File: config.mk
export PLATFORM = sky130hd
export DESIGN_NAME = sck_prescaler
export DESIGN_NICKNAME = d
export VERILOG_FILES = /design/src/rtl/sck_presc_pkg.sv /design/src/rtl/sckp_decode.sv /design/src/rtl/sckp_phase_gen.sv /design/src/rtl/sck_prescaler.sv
export SDC_FILE = /design/constraint.sdc
export NUM_CORES = 1
export LEC_CHECK = 0
export BUFFER_PORTS_ARGS = -buffer_cell sky130_fd_sc_hd__buf_2
export CAP_MARGIN = 20
export CORE_ASPECT_RATIO = 2
export CORE_MARGIN = 4
export CORE_UTILIZATION = 56
export CTS_BUF_LIST = sky130_fd_sc_hd__clkbuf_8
export DETAILED_ROUTE_END_ITERATION = 10
export GPL_TIMING_DRIVEN = 0
export PLACE_DENSITY = 0.86
export SYNTH_ARGS = -nofsm -noshare
export SYNTH_HDL_FRONTEND = slang
export SYNTH_SLANG_ARGS = --single-unit
File: constraint.sdc
create_clock -name clk -period 3 [get_ports clk]
set_clock_uncertainty 0.2 [all_clocks]
set_input_delay 0.45 -clock clk [delete_from_list [all_inputs] [get_ports clk]]
set_output_delay 0.45 -clock clk [all_outputs]
set_load 0.005 [all_outputs]
File: src/rtl/sck_presc_pkg.sv
`timescale 1ns/1ps
// Shared types for the serial clock prescaler.
package sck_presc_pkg;
    // Decode scheme applied to the prescale field.
    typedef enum logic {
        DEC_LEGACY = 1'b0,
        DEC_EXTEND = 1'b1
    } dec_mode_e;
endpackage

File: src/rtl/sckp_decode.sv
`timescale 1ns/1ps
// sckp_decode: turns the prescale field into low/high phase lengths.
// Assumes: field width = SPR_W + SPPR_W + 1 (one gap bit inside the exponent
// split); LEG_W <= SPR_W + SPPR_W; MIN_DIV >= 2 so both phases are >= 1.
module sckp_decode
    import sck_presc_pkg::*;
#(
    parameter int SPR_W   = 4,
    parameter int SPPR_W  = 3,
    parameter int LEG_W   = 4,
    parameter int MIN_DIV = 4,
    parameter int FIELD_W = SPR_W + SPPR_W + 1,
    parameter int DIV_W   = SPR_W + (1 << SPPR_W) - 1
) (
    input  dec_mode_e          mode,
    input  logic [FIELD_W-1:0] field,
    output logic [DIV_W-1:0]   lo_len,
    output logic [DIV_W-1:0]   hi_len
);
    localparam int EXP_LO_POS = SPR_W;
    localparam int GAP_POS    = SPR_W + 1;
    localparam int EXP_HI_POS = SPR_W + 2;

    logic [SPR_W-1:0]  mant;
    logic [SPPR_W-1:0] expo;
    logic [DIV_W-1:0]  ext_raw;
    logic [DIV_W-1:0]  leg_raw;
    logic [DIV_W-1:0]  div_sel;
    logic [DIV_W:0]    div_p1;
    logic              unused_gap;

    assign unused_gap = field[GAP_POS];

    // Gather mantissa and the split exponent from their field positions.
    always_comb begin
        mant = field[SPR_W-1:0];
        expo = {field[EXP_HI_POS +: SPPR_W-1], field[EXP_LO_POS]};
    end

    // Form both candidate divisors and clamp the selected one to the minimum.
    always_comb begin
        ext_raw = DIV_W'(mant) << expo;
        leg_raw = DIV_W'({field[LEG_W-1:0], 1'b0});
        div_sel = (mode == DEC_EXTEND) ? ext_raw : leg_raw;
        if (div_sel < DIV_W'(MIN_DIV))
            div_sel = DIV_W'(MIN_DIV);
    end

    // Split the divisor: low phase gets the floor, high phase the ceiling.
    always_comb begin
        div_p1 = {1'b0, div_sel} + (DIV_W+1)'(1);
        lo_len = div_sel >> 1;
        hi_len = div_p1[DIV_W:1];
    end
endmodule

File: src/rtl/sckp_phase_gen.sv
`timescale 1ns/1ps
// sckp_phase_gen: counts core clocks through the low and high phases and
// emits a strobe at each phase end.
// Assumes: lo_len and hi_len are both >= 1 (guaranteed by the decoder clamp);
// the lengths are sampled only at a period end or while idle.
module sckp_phase_gen #(
    parameter int DIV_W   = 11,
    parameter int MIN_DIV = 4
) (
    input  logic             clk,
    input  logic             rst_n,
    input  logic             run_en,
    input  logic [DIV_W-1:0] lo_len,
    input  logic [DIV_W-1:0] hi_len,
    output logic             tick,
    output logic             level
);
    logic [DIV_W-1:0] cnt;
    logic [DIV_W-1:0] lat_lo;
    logic [DIV_W-1:0] lat_hi;
    logic [DIV_W-1:0] cur_len;
    logic             ph;
    logic             tick_q;
    logic             phase_end;

    assign tick  = tick_q;
    assign level = ph;

    // Select the length of the phase in progress and detect its last cycle.
    always_comb begin
        cur_len   = ph ? lat_hi : lat_lo;
        phase_end = (cnt == cur_len - DIV_W'(1));
    end

    // Phase counter, phase flag, strobe and period-boundary length capture.
    always_ff @(posedge clk) begin
        if (!rst_n || !run_en) begin
            cnt    <= '0;
            ph     <= 1'b0;
            tick_q <= 1'b0;
            lat_lo <= lo_len;
            lat_hi <= hi_len;
        end else if (phase_end) begin
            cnt    <= '0;
            ph     <= ~ph;
            tick_q <= 1'b1;
            if (ph) begin
                lat_lo <= lo_len;
                lat_hi <= hi_len;
            end
        end else begin
            cnt    <= cnt + DIV_W'(1);
            tick_q <= 1'b0;
        end
    end


    tick_on_toggle_chk: assert property (@(posedge clk) disable iff (!rst_n)
        ($past(run_en) && $past(rst_n)) |-> (tick_q == (ph != $past(ph))));


    idle_quiet_chk: assert property (@(posedge clk) disable iff (!rst_n)
        (!$past(run_en)) |-> (!tick_q && !ph && cnt == '0));


    hold_len_chk: assert property (@(posedge clk) disable iff (!rst_n)
        ($past(run_en) && $past(rst_n) && !(tick_q && !ph))
            |-> ($stable(lat_lo) && $stable(lat_hi)));


    phase_split_chk: assert property (@(posedge clk) disable iff (!rst_n)
        (({1'b0, hi_len} + {1'b0, lo_len}) >= (DIV_W+1)'(MIN_DIV))
            && (hi_len >= lo_len) && ((hi_len - lo_len) <= DIV_W'(1)));
endmodule

File: src/rtl/sck_prescaler.sv
`timescale 1ns/1ps
// sck_prescaler: serial clock prescaler for an SPI master. Decodes the
// prescale field in one of two schemes and times the serial clock phases.
// Assumes: synchronous active-low reset; field is static or changed by
// software, with changes taking effect at the next period boundary.
module sck_prescaler
    import sck_presc_pkg::*;
#(
    parameter int SPR_W   = 4,
    parameter int SPPR_W  = 3,
    parameter int LEG_W   = 4,
    parameter int MIN_DIV = 4,
    parameter int FIELD_W = SPR_W + SPPR_W + 1
) (
    input  logic               clk,
    input  logic               rst_n,
    input  logic               ext_mode,
    input  logic [FIELD_W-1:0] presc_field,
    input  logic               run_en,
    output logic               half_tick,
    output logic               sck_ref
);
    localparam int DIV_W = SPR_W + (1 << SPPR_W) - 1;

    dec_mode_e        mode;
    logic [DIV_W-1:0] lo_len;
    logic [DIV_W-1:0] hi_len;

    // Map the mode pin onto the decode enum.
    always_comb mode = ext_mode ? DEC_EXTEND : DEC_LEGACY;

    sckp_decode #(
        .SPR_W   (SPR_W),
        .SPPR_W  (SPPR_W),
        .LEG_W   (LEG_W),
        .MIN_DIV (MIN_DIV),
        .FIELD_W (FIELD_W),
        .DIV_W   (DIV_W)
    ) u_decode (
        .mode   (mode),
        .field  (presc_field),
        .lo_len (lo_len),
        .hi_len (hi_len)
    );

    sckp_phase_gen #(
        .DIV_W   (DIV_W),
        .MIN_DIV (MIN_DIV)
    ) u_phase (
        .clk    (clk),
        .rst_n  (rst_n),
        .run_en (run_en),
        .lo_len (lo_len),
        .hi_len (hi_len),
        .tick   (half_tick),
        .level  (sck_ref)
    );


    reset_quiet_chk: assert property (@(posedge clk)
        (!$past(rst_n) && rst_n) |-> (!half_tick && !sck_ref));
endmodule

After elaboration in Yosys (flattened, before gate mapping)
Index checks and enable logic that the tools add are counted.
- eq/ne operators: 1
- $add $sub $neg: 3
- reductions and logical operators: 7
- mux-type cells: 11
- shift-type cells: 1
- magnitude comparators: 1
- bitwise operators: 1
- operators by type and width (operator ; count):
    two-way mux 11 bit ; 6
    two-way mux 10 bit ; 3
    adder 11 x 1 -> 12 bit (second input constant) ; 1
    adder 11 x 1 -> 11 bit (second input constant) ; 1
    equality test 11 bit ; 1
    less-than comparator 11 x 3 -> 1 bit (second input constant) ; 1
    left shift 4 x 3 -> 11 bit ; 1
    subtractor 11 x 1 -> 11 bit (second input constant) ; 1
    nonzero test 2 bit ; 2
    logical NOT 1 bit ; 2
    two-way mux 1 bit ; 2
    AND reduction 2 bit ; 1
    OR reduction 2 bit ; 1
    logical OR 1 bit ; 1
    NOT 1 bit ; 1
- output and inout bits: 2
- logic and storage cells: 30
- register bits: 34
- bits of input ports: 12

Longest topological paths before layout
- depth after elaboration: 8
- mapped depth: 12
- gate-level depth less buffers: 11

Hierarchy
From an unflattened synthesis, not the netlist that was laid out.
- cells, all modules: 214
- area, all modules: 2233.4 um2
- by module, submodules not included (module ; area an instance (um2) ; seq. area each (um2) ; cells each ; times used):
    sckp_phase_gen ; 1710.4 ; 920.9 ; 138 ; 1
    sckp_decode ; 523.0 ; 0.0 ; 76 ; 1

Worst setup path before layout
No wires, ideal clock.
- path kind: flip-flop to flip-flop
- start point: register u_phase.ph (netlist: u_phase.level)
- end point: register u_phase.lat_hi[0], enable pin
- period minus slack after synthesis: 3.189 ns
- data required time: 2.423 ns
- setup time: 0.377 ns
- data arrival time: 2.612 ns
- stages on the path, launching flop included: 10
- buffers on the path: 2
- setup slack: -0.189 ns
- cell sequence: dfxtp_1 > buf_2 > buf_2 > mux2i_1 > ha_1 > o21a_1 > a31oi_1 > or4_4 > nor2_1 > a21o_1
- longest elaborated chain between the ends: 5
- elaborated cells between the ends (all ways): 6
- those cells by class: 1 x add/sub; 1 x eq/ne; 1 x mux; 3 x reduce/logical
- RTL lines (what ; RTL line ; source):
    from (decl) ; sckp_phase_gen.sv:22 ; logic ph;
    from (signal assigned) ; sckp_phase_gen.sv:45 ; ph <= ~ph;
    two-way mux 11 bit ; sckp_phase_gen.sv:31 ; cur_len = ph ? lat_hi : lat_lo;
    subtractor 11 x 1 -> 11 bit ; sckp_phase_gen.sv:32 ; phase_end = (cnt == cur_len - DIV_W'(1));
    equality test 11 bit ; sckp_phase_gen.sv:32 ;
    nonzero test 2 bit (no source line) ; - ;
    AND reduction 2 bit (no source line) * ; - ;
    to (signal assigned) ; sckp_phase_gen.sv:42 ; lat_hi <= hi_len;
    to (signal assigned) ; sckp_phase_gen.sv:49 ; lat_hi <= hi_len;
    to (decl) ; sckp_phase_gen.sv:20 ; logic [DIV_W-1:0] lat_hi;
Every way passes the cells marked *; elsewhere a longest branch is shown, timed or not.
A chain may end at the register's enable or synchronous reset.

Final worst setup path
- start point: input presc_field[4]
- end point: register u_phase.lat_hi[5] (data pin)
- longest elaborated chain between the ends: 8
- RTL lines (what ; RTL line ; source):
    from (decl) ; sck_prescaler.sv:18 ; input logic [FIELD_W-1:0] presc_field,
    left shift 4 x 3 -> 11 bit * ; sckp_decode.sv:42 ; ext_raw = DIV_W'(mant) << expo;
    two-way mux 11 bit * ; sckp_decode.sv:44 ; div_sel = (mode == DEC_EXTEND) ? ext_raw : leg_raw;
    less-than comparator 11 x 3 -> 1 bit ; sckp_decode.sv:45 ; if (div_sel < DIV_W'(MIN_DIV))
    two-way mux 11 bit * ; sckp_decode.sv:45 ;
    via lo_len[0] ; sck_prescaler.sv:26 ; logic [DIV_W-1:0] lo_len;
    adder 11 x 1 -> 12 bit * ; sckp_decode.sv:51 ; div_p1 = {1'b0, div_sel} + (DIV_W+1)'(1);
    via hi_len[5] ; sck_prescaler.sv:27 ; logic [DIV_W-1:0] hi_len;
    two-way mux 11 bit ; sckp_phase_gen.sv:47 ; if (ph) begin
    two-way mux 11 bit ; sckp_phase_gen.sv:43 ; end else if (phase_end) begin
    two-way mux 11 bit * ; sckp_phase_gen.sv:37 ; if (!rst_n || !run_en) begin
The timed path passes the listed nets; every way through them passes the cells marked *. The select of a mux whose other input is x is not followed.

==> impl_metrics.toml <==
[logic_synthesis]
syn_nets = 217
yosys.area.top_type = "edfxtp_1"
synth_edf_count = 21
syn_inst = 202
syn-cell-area_um2 = 2011
syn_avg_cell_area_um2 = 9.954
ys_async_sr_fraction_pct = 0
synth_top_area_share_pct = 31.36
synthFlopType = "edfxtp_1"
synth_most_common_cell = "nor2_1"
synthDistinctLibCells = 49
yosysWarnings = 0
ys_seq_elements = 34
synthTopCellsByArea = "edfxtp_1 31%, dfxtp_1 13%, xnor2_1 7.4%"
ys_seq_area_share_pct = 44.31
yosys-top-cells-count = "31 x nor2_1, 21 x edfxtp_1, 17 x xnor2_1"

[route]
wl_um = 5008
route.detailed.drc = 0
drt_iter0_markers = 63
drt-pass1-iter-count = 4
drtAntennaViolNets = 0
vias = 1648
avgRoutedWirePerCell_um = 18.21
vias_per_cell = 5.993

[final_layout]
post-route-util_pct = 69.74
final_area_um2 = 2382
synthToLayoutAreaGrowth_pct = 18.48
num-nets-final = 241
layout.cells.non_filler = 275
drive_gt1_share_pct = 19.38
n_antenna_cell = 0

[timing]
min_period_ps = 3115
final-max-slew-violation-count = 0
finalCritPeriodShare_pct = 103.8
hold_viol_final = 0
setup_tns_ps = -225.8
finalSetupViolCount = 2
fin_ws_ps = -115.2
rsz0062_at_grt = "true"
worst_slew_pin_slew_ps = 514.7
slew_headroom_pct = 65.32
holdWs_ps = 246.2
max_freq_mhz = 321.0

[clock_network]
h-tree-depth = 2
cts.path.max_buffers = 2
clk_pin_slew_ps = 70
cts_tree = "built"
cts_buffers = 5
cts_root_buf = "clkbuf_8"
clk_latency_ps = 280
clkSinkCount = 34
postCtsHoldBufs = 0

[critical_path]
cp-end-kind = "flip-flop"
required_ps = 2840
r2r_slack_ps = 10
worst_ep_arrival_time_ps = 2960
regToRegStartpoint = "u_phase.lat_lo[1]"
crit_end = "u_phase.lat_hi[5]"
critical_path_class = "in2reg"
startpoint_type = "primary input"
reg2reg_depth = 7
startpoint = "presc_field[4]"
r2r-end = "u_phase.lat_lo[0]"
worstPathMaxFanout = 8

[grt]
grt_use_total_pct = 21.67
grt_max_degree = 14
grt_pass1_vias = 1690
antenna_found_initial = 0
grt_pass1_wl_um = 7486
grt-ovfl-total = 0

[placed_design]
place_area_um2 = 2112
dpl.hpwl_um = 3186
gp_congestion = 0.8424
portBuffers = 8
numPlacedInstances = 258
post-place-ws_ps = -403.5

[run_status]
violations = "setup timing"
outcome = "finished with violations"

[die]
initial_core_util_pct = 58.86
die_h_um = 92.74
core_um2 = 3416
die_x_um = 50.37
die-area_um2 = 4671
ioPinCount = 14
rows = 30

[pwr]
power.leakage_nw = 0.8495
p_per_area_nw_per_um2 = 451.5
ir_worst_vdd_uv = 445.7
total_power_mw = 1.076

[min_path]
hp-class = "in2reg"

[flow_run]
maxCapViolCount = 0
-- metal layers --
layer,global-route usage [%],routed length [µm],vias to the layer above
met5,0,0,-
met4,16.85,381,0
met3,3.543,206,25
met2,41.81,2824,67
met1,18.19,1596,768
li1,-,-,788
-- sequential cells by signal, summed over array words and instances (netlist names) --
signal / cells
u_phase.cnt: 11
u_phase.lat_hi: 11
u_phase.lat_lo: 10
u_phase.level: 1
u_phase.tick: 1
-- worst max-delay path, cell delays in order --
cell and delay, ps:
clkbuf_1 310, mux2i_2 360, mux2i_1 220, o21a_1 240
nor2_1 170, nor4b_2 490, nor2_1 150, ha_1 260
nand2_1 60, nor2_1 60, nand3_1 110, nand2_1 60
-- how the worst min path moves through the flow --
stage | depth (start not counted) | from | to
2_1_floorplan | 1 | u_phase.cnt[0] | u_phase.cnt[0]
3_3_place_gp | 1 | u_phase.cnt[0] | u_phase.cnt[0]
3_5_place_dp | 1 | u_phase.cnt[0] | u_phase.cnt[0]
4_1_cts | 3 | run_en | u_phase.level
5_1_grt | 3 | rst_n | u_phase.level
6_report | 3 | run_en | u_phase.level
-- report_power, final --
part           internal (mW)  switching [mW]
logic                 0.0940           0.113
registers              0.527          0.0239
clock network          0.156           0.162
total                  0.777           0.299
-- cells by family (layout without fill, tap and decap cells) --
group           Yosys count  count (layout)  share of synthesized area (%)
fa+ha+maj                 3               3                          1.867
compound gates           32              35                          12.45
buf+inv                  12              34                          2.800
other cells               1               1                         0.1865
mux                      14              14                          7.031
simple gates             79              79                          19.60
xor+xnor                 27              27                          11.76
flops                    34              34                          44.31
-- timing repair --
item	4_1_cts	5_1_grt
pin swaps	6	7
gates cloned	3	0
setup endpoints to repair	21	35
resized for setup	15	8
setup buffers	3	3
-- cell type report --
type	count	area, µm²
fillers	238	1033
well taps	48	60.06
repair buffers	14	85.08
flip-flops and latches	34	890.9
clock buffers	5	68.82
inverters	4	15.01
multi-input cells	159	1192
plain buffers	8	57.56
clock inverters	3	12.51
-- placed cells by master, fill, tap and decap left out, types with 2 or more instances in the layout --
cell / netlist / layout
nand2b_1: 5 / 5
a31oi_1: 2 / 2
buf_6: 1 / 2
edfxtp_1: 21 / 21
inv_1: 4 / 5
dfxtp_1: 13 / 13
or4_4: 2 / 4
nor3_1: 3 / 3
clkbuf_8: 0 / 5
o31ai_1: 2 / 2
clkbuf_1: 4 / 4
o32ai_1: 3 / 2
nor2b_1: 2 / 2
mux2i_1: 13 / 11
a21o_4: 0 / 4
ha_1: 3 / 2
nor3b_1: 2 / 2
nor4_1: 2 / 2
and3_1: 2 / 2
xnor2_1: 17 / 17
a21oi_1: 5 / 5
buf_2: 3 / 9
mux2i_2: 0 / 2
buf_4: 0 / 6
o21ai_0: 3 / 3
nor2_1: 31 / 30
nand3_1: 11 / 11
nand2_1: 12 / 12
xor2_1: 10 / 10
Note: power is estimated with default switching activity, not from simulation.
